## config.mk

```make
export PLATFORM = sky130hd
export DESIGN_NAME = asram_port
export DESIGN_NICKNAME = d
export VERILOG_FILES = /design/src/rtl/asram_pkg.sv /design/src/rtl/asram_ctrl.sv /design/src/rtl/asram_dpath.sv /design/src/rtl/asram_port.sv
export SDC_FILE = /design/constraint.sdc
export NUM_CORES = 1
export LEC_CHECK = 0
export BUFFER_PORTS_ARGS = -buffer_cell sky130_fd_sc_hd__clkbuf_2
export CAP_MARGIN = 20
export CORE_MARGIN = 2
export CORE_UTILIZATION = 35
export DETAILED_ROUTE_END_ITERATION = 10
export PLACE_DENSITY = 0.66
export SLEW_MARGIN = 20
export SYNTH_ARGS = -nofsm -noshare
export SYNTH_HDL_FRONTEND = slang
export SYNTH_HIERARCHICAL = 1
export SYNTH_SLANG_ARGS = --single-unit
```

## constraint.sdc

```tcl
create_clock -name clk -period 2.5 [get_ports clk]
set_clock_uncertainty 0.05 [all_clocks]
set_input_delay 0.5 -clock clk [delete_from_list [all_inputs] [get_ports clk]]
set_output_delay 0.5 -clock clk [all_outputs]
set_load 0.1 [all_outputs]
```

## src/rtl/asram_pkg.sv

```systemverilog
package asram_pkg;

  typedef enum logic [2:0] {
    ST_IDLE,
    ST_NOOP,
    ST_RD,
    ST_RTURN,
    ST_WSET,
    ST_WPUL,
    ST_WHOLD
  } ctlState_t;

  typedef struct packed {
    logic load;     // latch request fields
    logic select;   // lane selects follow latched byte enables
    logic drive;    // put write data on the bus
    logic capture;  // sample the bus into the read register
  } dpStrobe_t;

  function automatic int cyclesFor(input int ps, input int clkPs);
    return (ps + clkPs - 1) / clkPs;
  endfunction

  function automatic int maxOf(input int a, input int b);
    return (a > b) ? a : b;
  endfunction

endpackage

```

## src/rtl/asram_ctrl.sv

```systemverilog
module asram_ctrl
  import asram_pkg::*;
#(
  parameter int WSET_LEN = 1,
  parameter int WPUL_LEN = 12,
  parameter int RD_LEN   = 14,
  parameter int TURN_LEN = 5,
  parameter int LANES    = 2
) (
  input  logic             clk,
  input  logic             rstN,
  input  logic             req,
  input  logic             wr,
  input  logic [LANES-1:0] reqBe,
  output dpStrobe_t        strb,
  output logic             busy,
  output logic             memCeN,
  output logic             memCe,
  output logic             memWeN,
  output logic             memOeN
);

  localparam int LONGEST = maxOf(maxOf(WSET_LEN, WPUL_LEN), maxOf(RD_LEN, TURN_LEN));
  localparam int CNT_W   = $clog2(LONGEST + 1);

  ctlState_t        state;
  logic [CNT_W-1:0] cnt;
  logic             isWr;
  logic             lastCnt;
  logic             selected;

  assign lastCnt = (cnt == '0);

  always_ff @(posedge clk or negedge rstN) begin
    if (!rstN) begin
      state <= ST_IDLE;
      cnt   <= '0;
      isWr  <= 1'b0;
    end else begin
      case (state)
        ST_IDLE: if (req) begin
          isWr <= wr;
          if (reqBe == '0) begin
            state <= ST_NOOP;
          end else if (wr) begin
            state <= ST_WSET;
            cnt   <= CNT_W'(WSET_LEN - 1);
          end else begin
            state <= ST_RD;
            cnt   <= CNT_W'(RD_LEN - 1);
          end
        end
        ST_NOOP: state <= ST_IDLE;
        ST_RD: begin
          if (lastCnt) begin
            state <= ST_RTURN;
            cnt   <= CNT_W'(TURN_LEN - 1);
          end else cnt <= cnt - 1'b1;
        end
        ST_RTURN: begin
          if (lastCnt) state <= ST_IDLE;
          else cnt <= cnt - 1'b1;
        end
        ST_WSET: begin
          if (lastCnt) begin
            state <= ST_WPUL;
            cnt   <= CNT_W'(WPUL_LEN - 1);
          end else cnt <= cnt - 1'b1;
        end
        ST_WPUL: begin
          if (lastCnt) state <= ST_WHOLD;
          else cnt <= cnt - 1'b1;
        end
        ST_WHOLD: state <= ST_IDLE;
        default:  state <= ST_IDLE;
      endcase
    end
  end

  always_comb begin
    selected     = (state == ST_RD) || (state == ST_WSET) ||
                   (state == ST_WPUL) || (state == ST_WHOLD);
    strb.load    = (state == ST_IDLE) && req;
    strb.select  = selected;
    strb.drive   = (state == ST_WSET) || (state == ST_WPUL) || (state == ST_WHOLD);
    strb.capture = ((state == ST_RD) && lastCnt) || ((state == ST_NOOP) && !isWr);
    busy         = (state != ST_IDLE);
    memCeN       = !selected;
    memCe        = selected;
    memWeN       = (state != ST_WPUL);
    memOeN       = (state != ST_RD);
  end

  // ---------------- checks ----------------
  logic [CNT_W-1:0] weLow;
  logic [CNT_W-1:0] sinceOe;

  always_ff @(posedge clk or negedge rstN) begin
    if (!rstN) begin
      weLow   <= '0;
      sinceOe <= CNT_W'(TURN_LEN);
    end else begin
      weLow <= memWeN ? '0 : weLow + 1'b1;
      if (!memOeN) sinceOe <= '0;
      else if (sinceOe < CNT_W'(TURN_LEN)) sinceOe <= sinceOe + 1'b1;
    end
  end

  a_r1_idle_deselect: assert property (@(posedge clk) disable iff (!rstN)
    !busy |-> (memCeN && !memCe && memWeN && memOeN));

  a_r4_pulse_length: assert property (@(posedge clk) disable iff (!rstN)
    $rose(memWeN) |-> (weLow == CNT_W'(WPUL_LEN)));

  a_r6_no_overlap: assert property (@(posedge clk) disable iff (!rstN)
    (memOeN || memWeN));

  a_r7_turnaround: assert property (@(posedge clk) disable iff (!rstN)
    strb.drive |-> (sinceOe >= CNT_W'(TURN_LEN)));

  a_r9_noop_quiet: assert property (@(posedge clk) disable iff (!rstN)
    (!busy && req && reqBe == '0) |=> (memWeN && memOeN && memCeN));

endmodule

```

## src/rtl/asram_dpath.sv

```systemverilog
module asram_dpath
  import asram_pkg::*;
#(
  parameter int ADDR_W = 18,
  parameter int LANES  = 2,
  localparam int DATA_W = LANES * 8
) (
  input  logic              clk,
  input  logic              rstN,
  input  dpStrobe_t         strb,
  input  logic [ADDR_W-1:0] reqAddr,
  input  logic [DATA_W-1:0] reqData,
  input  logic [LANES-1:0]  reqBe,
  output logic [ADDR_W-1:0] memAddr,
  output logic [LANES-1:0]  laneSelN,
  output logic [DATA_W-1:0] dqOut,
  output logic              dqOe,
  input  logic [DATA_W-1:0] dqIn,
  output logic [DATA_W-1:0] rdData,
  output logic              rdValid
);

  logic [ADDR_W-1:0] addrQ;
  logic [DATA_W-1:0] dataQ;
  logic [LANES-1:0]  beQ;
  logic [DATA_W-1:0] laneCap;

  for (genvar l = 0; l < LANES; l++) begin : g_lane
    assign laneSelN[l]       = !(strb.select && beQ[l]);
    assign laneCap[l*8 +: 8] = beQ[l] ? dqIn[l*8 +: 8] : 8'h00;
  end

  always_ff @(posedge clk or negedge rstN) begin
    if (!rstN) begin
      addrQ   <= '0;
      dataQ   <= '0;
      beQ     <= '0;
      rdData  <= '0;
      rdValid <= 1'b0;
    end else begin
      if (strb.load) begin
        addrQ <= reqAddr;
        dataQ <= reqData;
        beQ   <= reqBe;
      end
      if (strb.capture) rdData <= laneCap;
      rdValid <= strb.capture;
    end
  end

  assign memAddr = addrQ;
  assign dqOut   = dataQ;
  assign dqOe    = strb.drive;

  a_r3_valid_single: assert property (@(posedge clk) disable iff (!rstN)
    rdValid |=> !rdValid);

  a_r4_data_steady: assert property (@(posedge clk) disable iff (!rstN)
    (dqOe && $past(dqOe)) |-> $stable(dqOut));

endmodule

```

## src/rtl/asram_port.sv

```systemverilog
module asram_port
  import asram_pkg::*;
#(
  parameter int ADDR_W  = 18,
  parameter int CLK_PS  = 4000,
  parameter int WP_PS   = 40000,
  parameter int DS_PS   = 25000,
  parameter int AW_PS   = 45000,
  parameter int WC_PS   = 55000,
  parameter int AA_PS   = 55000,
  parameter int RC_PS   = 55000,
  parameter int TURN_PS = 20000
) (
  input  logic              clk,
  input  logic              rstN,
  input  logic              req,
  input  logic              wr,
  input  logic [ADDR_W-1:0] addr,
  input  logic [15:0]       wrData,
  input  logic [1:0]        byteEn,
  output logic              busy,
  output logic              rdValid,
  output logic [15:0]       rdData,
  output logic [ADDR_W-1:0] memAddr,
  output logic              memCeN,
  output logic              memCe,
  output logic              memWeN,
  output logic              memOeN,
  output logic              memLbN,
  output logic              memUbN,
  output logic [15:0]       memDqOut,
  output logic              memDqOe,
  input  logic [15:0]       memDqIn
);

  localparam int LANES    = 2;
  localparam int WP_CYC   = cyclesFor(WP_PS, CLK_PS);
  localparam int DS_CYC   = cyclesFor(DS_PS, CLK_PS);
  localparam int AW_CYC   = cyclesFor(AW_PS, CLK_PS);
  localparam int WC_CYC   = cyclesFor(WC_PS, CLK_PS);
  localparam int AA_CYC   = cyclesFor(AA_PS, CLK_PS);
  localparam int RC_CYC   = cyclesFor(RC_PS, CLK_PS);
  localparam int TURN_CYC = cyclesFor(TURN_PS, CLK_PS);
  localparam int WPUL_LEN = maxOf(maxOf(WP_CYC, DS_CYC), AW_CYC);
  localparam int WSET_LEN = maxOf(1, WC_CYC - WPUL_LEN - 1);
  localparam int RD_LEN   = maxOf(AA_CYC, RC_CYC);
  localparam int TURN_LEN = maxOf(1, TURN_CYC);

  if (WP_CYC == 0 || DS_CYC == 0 || AA_CYC == 0 || TURN_CYC == 0) begin : g_badTiming
    $error("asram_port: every phase count must be at least one cycle");
  end

  dpStrobe_t  strb;
  logic [1:0] laneSelN;

  asram_ctrl #(
    .WSET_LEN(WSET_LEN), .WPUL_LEN(WPUL_LEN),
    .RD_LEN(RD_LEN), .TURN_LEN(TURN_LEN), .LANES(LANES)
  ) u_ctrl (
    .clk(clk), .rstN(rstN), .req(req), .wr(wr), .reqBe(byteEn),
    .strb(strb), .busy(busy),
    .memCeN(memCeN), .memCe(memCe), .memWeN(memWeN), .memOeN(memOeN)
  );

  asram_dpath #(.ADDR_W(ADDR_W), .LANES(LANES)) u_dpath (
    .clk(clk), .rstN(rstN), .strb(strb),
    .reqAddr(addr), .reqData(wrData), .reqBe(byteEn),
    .memAddr(memAddr), .laneSelN(laneSelN),
    .dqOut(memDqOut), .dqOe(memDqOe), .dqIn(memDqIn),
    .rdData(rdData), .rdValid(rdValid)
  );

  assign memLbN = laneSelN[0];
  assign memUbN = laneSelN[1];

  a_r5_addr_hold: assert property (@(posedge clk) disable iff (!rstN)
    (!memCeN && $past(!memCeN)) |-> $stable(memAddr));

  a_r6_no_drive_on_read: assert property (@(posedge clk) disable iff (!rstN)
    memDqOe |-> memOeN);

endmodule

```

# --- After elaboration in Yosys (flattened, before gate mapping) ---
# Cells that the tools add are included.
totals:
  register_bits: 61
  in_bits: 56
  out_inout_bits: 59
  wordCells: 65
classes:
  add_sub_neg: 1
  eq_ne: 15
  muxes: 17
  n_reduce_logical: 24
ops:
  columns: ["cell", "n"]
  rows:
  - ["$mux W4", 6]
  - ["$mux W3", 7]
  - ["$mux W8", 2]
  - ["$pmux W4 S4", 1]
  - ["$pmux W3 S5", 1]
  - ["$eq A3 B3 Y1 const B", 3]
  - ["$ne A2 B1 Y1 const B", 4]
  - ["$eq A3 B2 Y1 const B", 2]
  - ["$logic_or A1 B1 Y1", 6]
  - ["$ne A2 B2 Y1 const B", 3]
  - ["$logic_and A1 B1 Y1", 5]
  - ["$reduce_and A5 Y1", 1]
  - ["$logic_not A1 Y1", 4]
  - ["$logic_not A4 Y1", 1]
  - ["$reduce_and A4 Y1", 1]
  - ["$reduce_bool A4 Y1", 1]
  - ["$sub A4 B1 Y4 const B", 1]
  - ["$eq A3 B1 Y1 const B", 1]
  - ["$logic_not A3 Y1", 1]
  - ["$ne A3 B2 Y1 const B", 1]
  - ["$ne A3 B3 Y1 const B", 1]
  - ["$reduce_bool A3 Y1", 1]
  - ["$logic_not A2 Y1", 1]
  - ["$reduce_and A2 Y1", 1]
  - ["$reduce_or A2 Y1", 1]

# --- Logic depth before layout (Yosys ltp) ---
logic_depth:
  depth_word: 6
  ltp_mapped: 8
  depth_no_buf: 7

# --- By module ---
# The synthesis kept the hierarchy.
modules_own_cells:
  columns: ["module", "instances", "cells_per_inst", "area_per_inst_um2", "seq_area_each_um2"]
  rows:
  - ["asram_dpath", 1, 149, 2172.1, 1326.3]
  - ["asram_ctrl", 1, 82, 679.4, 200.2]

# --- Worst setup path before layout ---
# OpenSTA, ideal clock, no wires.
synth_timing:
  kind: "register -> output"
  startpoint: "register u_ctrl.state[2]"
  endpoint: "output port memLbN"
  arrival_ns: 2.089
  required_ns: 1.950
  slack_ns: -0.139
  stages_incl_launch_ff: 6
  path_buffers: 2
  cell_sequence: "dfrtp_1 -> buf_6 -> nor2b_1 -> or2_2 -> buf_4 -> nand2_1"
synth_via:
  elab_chain_len: 6
  elab_cells_between_ends: 9
  classes_between: "4 x eq/ne; 5 x reduce/logical"
synth_lines:
  columns: ["item", "line_no", "rtl"]
  rows:
  - ["from (decl)", "asram_ctrl.sv:26", "ctlState_t state;"]
  - ["from (signal assigned)", "asram_ctrl.sv:36", "state <= ST_IDLE;"]
  - ["from (signal assigned)", "asram_ctrl.sv:44", "state <= ST_NOOP;"]
  - ["from (signal assigned)", "asram_ctrl.sv:46", "state <= ST_WSET;"]
  - ["$eq A3 B2 Y1 or $eq A3 B3 Y1 (tied branches)", "asram_ctrl.sv:81", "selected = (state == ST_RD) || (state == ST_WSET) ||"]
  - ["$logic_or A1 B1 Y1 (2 in series)", "asram_ctrl.sv:81", null]
  - ["$logic_or A1 B1 Y1 (*)", "asram_ctrl.sv:82", "(state == ST_WPUL) || (state == ST_WHOLD);"]
  - ["net memCe", "asram_port.sv:26", "output logic memCe,"]
  - ["$logic_and A1 B1 Y1 (*)", "asram_dpath.sv:29", "assign laneSelN[l] = !(strb.select && beQ[l]);"]
  - ["$logic_not A1 Y1 (*)", "asram_dpath.sv:29", null]
  - ["to (decl)", "asram_port.sv:29", "output logic memLbN,"]
# The timed path passes the listed nets; every way through them passes the cells marked *.

# --- Worst setup path after layout ---
layout_timing:
  startpoint: "register u_ctrl.state[2]"
  endpoint: "output port memLbN"
layout_via:
  elab_chain_len: 6
  elab_cells_between_ends: 9
  classes_between: "4 x eq/ne; 5 x reduce/logical"
layout_lines:
  columns: ["item", "line_no"]
  rows:
  - ["$eq A3 B2 Y1 or $eq A3 B3 Y1 (tied branches)", "asram_ctrl.sv:81"]
  - ["$logic_or A1 B1 Y1 (2 in series)", "asram_ctrl.sv:81"]
  - ["$logic_or A1 B1 Y1 (*)", "asram_ctrl.sv:82"]
  - ["$logic_and A1 B1 Y1 (*)", "asram_dpath.sv:29"]
  - ["$logic_not A1 Y1 (*)", "asram_dpath.sv:29"]
# Mark *: on every way between the ends. The rest lies on a longest branch, timed or not.

==> results.py <==
metrics = {
    "outcome": {
        "status": "complete, no violations",
    },
    "clocking": {
        "clk-insertion-delay-late_ns": 0.32,
        "cts_hold_buf": 0,
        "cts_tree": "done",
        "cts_setup_buffers": 0,
        "cts_root_buf": "clkbuf_8",
        "cts.sinks": 61,
        "clkTransAtPathRegs_ns": 0.06,
        "clockBufferDepth": 2,
        "cts_buffers": 9,
        "h-tree-depth": 3,
    },
    "critical_path": {
        "reg2reg_from": "u_ctrl/state[0]$_DFFE_PN0P_",
        "cp_slowest_cell": "dfrtp_1",
        "crit_chain": "nor2b_2, or2_2, nand2_1, buf_4",
        "cp_num_buf_inv": 1,
        "cp_data_required_time_ns": 1.95,
        "critPathKind": "reg -> out",
        "crit_path_max_fanout": 11,
        "cpPeakStageDelay_ns": 0.49,
        "crit_path_end_kind": "output pin",
        "arrival_ns": 1.79,
        "crit_path_start": "u_ctrl/state[2]$_DFFE_PN0P_",
        "cpLargestDelayFamily": "simple AND/OR/NAND/NOR gates",
        "critPathLaunchType": "register",
    },
    "logic_synthesis": {
        "syn_nets": 290,
        "ys_warn_count": 6,
        "syn_area_per_cell_um2": 12.3,
        "synth_top_cell_by_area": "dfrtp_1",
        "synth_top_cell_area_share_pct": 53.5,
        "synth-edff-count": 0,
        "yosysMostFrequentCell": "dfrtp_1",
        "synth-seq-area-share_pct": 53.5,
        "async_flop_share_pct": 100,
        "synthTopCellsByCount": "dfrtp_1, mux2_4, inv_1, o21ai_0, nand3_1",
        "syn_inst": 231,
        "synth.distinct_cells": 36,
        "ys_top_cells_by_area": "dfrtp_1, mux2_4, o21ai_0",
        "synth-seq-cells": 61,
        "netlist_area_mm2": 0.00285,
        "synth-main-ff-cell": "dfrtp_1",
    },
    "timing": {
        "relSlewSlack_pct": 50.1,
        "finalCriticalPeriod_ns": 2.34,
        "timing.final.setup_violations": 0,
        "timing.final.ws_setup_ns": 0.164,
        "max_slew.worst_pin.slew_ns": 0.749,
        "min_period_over_period_pct": 93.4,
        "max_freq_ghz": 0.428,
        "rsz0062_at_grt": "no",
        "maxSlewViolCount": 0,
        "hold_viol_final": 0,
    },
    "floorplan": {
        "die_w_um": 94.3,
        "rows": 32,
        "core_mm2": 0.00781,
        "die_y_um": 94.3,
        "die-area_mm2": 0.00888,
        "start_util_pct": 36.5,
        "io_pins": 115,
    },
    "global_routing": {
        "grt.overflow.total": 0,
        "antenna_found_initial": 0,
        "grt_pass1_wl_um": 9780,
        "grt_use_total_pct": 14.1,
        "grt_start_max_net_pins": 62,
        "grt_pass1_vias": 2137,
    },
    "routing": {
        "route.vias.total": 2137,
        "drt-vias-per-instance": 4.71,
        "wl_per_cell_um": 13.1,
        "dr.first_iter.drc_count": 88,
        "drtAntennaViolNets": 0,
        "dr.pass1.iters": 4,
        "wirelength_um": 5970,
        "drc": 0,
    },
    "layout": {
        "fill_cells": 737,
        "fin_cells": 454,
        "final_net_count": 406,
        "layout-drive-gt1-share_pct": 50.9,
        "n_antenna_cell": 0,
        "area_growth_pct": 28.8,
    },
    "placed_design": {
        "hpwl_um": 4330,
        "dpl.cell_count": 438,
        "pre_cts_slack_ns": 0.488,
        "io_buffers": 114,
        "globalplace.congestion": 0.848,
    },
    "flow_run": {
        "drv_cap": 0,
    },
    "hold_path": {
        "hp-class": "in -> async",
    },
}
==> area by class of cell <==
class	count	area [um2]	share of cell area [%]
inverter	24	90.1	2.45
sequential	61	1530	41.6
tap	102	128	3.48
multi-input combinational	132	1100	30.1
clock inverter	4	47.5	1.29
timing repair buffer	119	631	17.2
clock buffer	12	145	3.95
==> worst paths after layout <==
check | to | slack, ns | cells after the start
max | memLbN | 0.16 | 4
max reg2reg | u_dpath/memAddr[1]$_DFFE_PN0P_ | 0.52 | 5
min | u_dpath/dqOut[10]$_DFFE_PN0P_ | 0.27 | 2
min in group clk | u_dpath/rdData[10]$_DFFE_PN0P_ | 0.35 | 3
min reg2reg | u_dpath/memAddr[17]$_DFFE_PN0P_ | 0.45 | 1
max in group asynchronous | u_ctrl/state[0]$_DFFE_PN0P_ | 1.63 | 2
==> cells by family after synthesis <==
family | after synthesis | synth area share (%)
compound gates | 44 | 9.43
xor+xnor | 1 | 0.307
fa+ha+maj | 3 | 1.32
buf+inv | 38 | 7.90
flops | 61 | 53.5
mux | 39 | 19.4
simple gates | 45 | 8.16
==> flip-flops by register name (all words and copies together) (netlist names) <==
name	cells
u_dpath/memAddr	18
u_dpath/dqOut	16
u_dpath/rdData	16
u_ctrl/cnt	4
u_ctrl/state	3
u_dpath/beQ	2
u_ctrl/isWr	1
u_dpath/rdValid	1
==> worst reg2reg max path, cell delays in order, from the launching register on <==
cell	delay, ns
dfrtp_1	0.49
nor3_1	0.37
nand2_1	0.16
inv_2	0.16
buf_4	0.30
mux2_4	0.34
==> stage by stage <==
step	cell area, um2	utilization [%]	setup TNS [ns]	hold WS (ns)
final	3670	47.0	0	0.273
after detailed placement	3480	44.5	0	0.446
after floorplan	2850	-	-0.278	0.154
after CTS	3670	47.0	0	0.297
after global routing	3670	47.0	0	0.329
after global placement	3480	44.5	0	0.441
==> repair_timing <==
item / 4_1_cts / 5_1_grt
gates resized for setup: 0 / 1
endpoints found under the setup margin: 0 / 5
hold endpoints to repair: 0 / 0
==> placed cells by master, fill, tap and decap left out, types with 6 or more instances in the layout <==
master / synthesis / routed
clkbuf_2: 0 / 110
dfrtp_1: 61 / 61
mux2_4: 30 / 30
inv_1: 24 / 23
o21ai_0: 21 / 21
nand3_1: 16 / 16
clkbuf_8: 0 / 10
mux2_2: 9 / 9
buf_4: 2 / 8
nor2_1: 9 / 8
nand2_1: 6 / 6
a22oi_1: 6 / 6
==> per-layer routing <==
metal	track usage (%)	part of all wire, %	wire, um	vias up
met4	5.68	1.5	89	0
met1	17.7	45	2680	1013
met3	4.41	8.1	481	12
li1	-	-	-	1024
met5	0	0	0	-
met2	22.6	46	2720	88
Power is left out: the tool's default activity adds up to more than one toggle a clock period on the data nets, which glitch-free logic cannot reach.
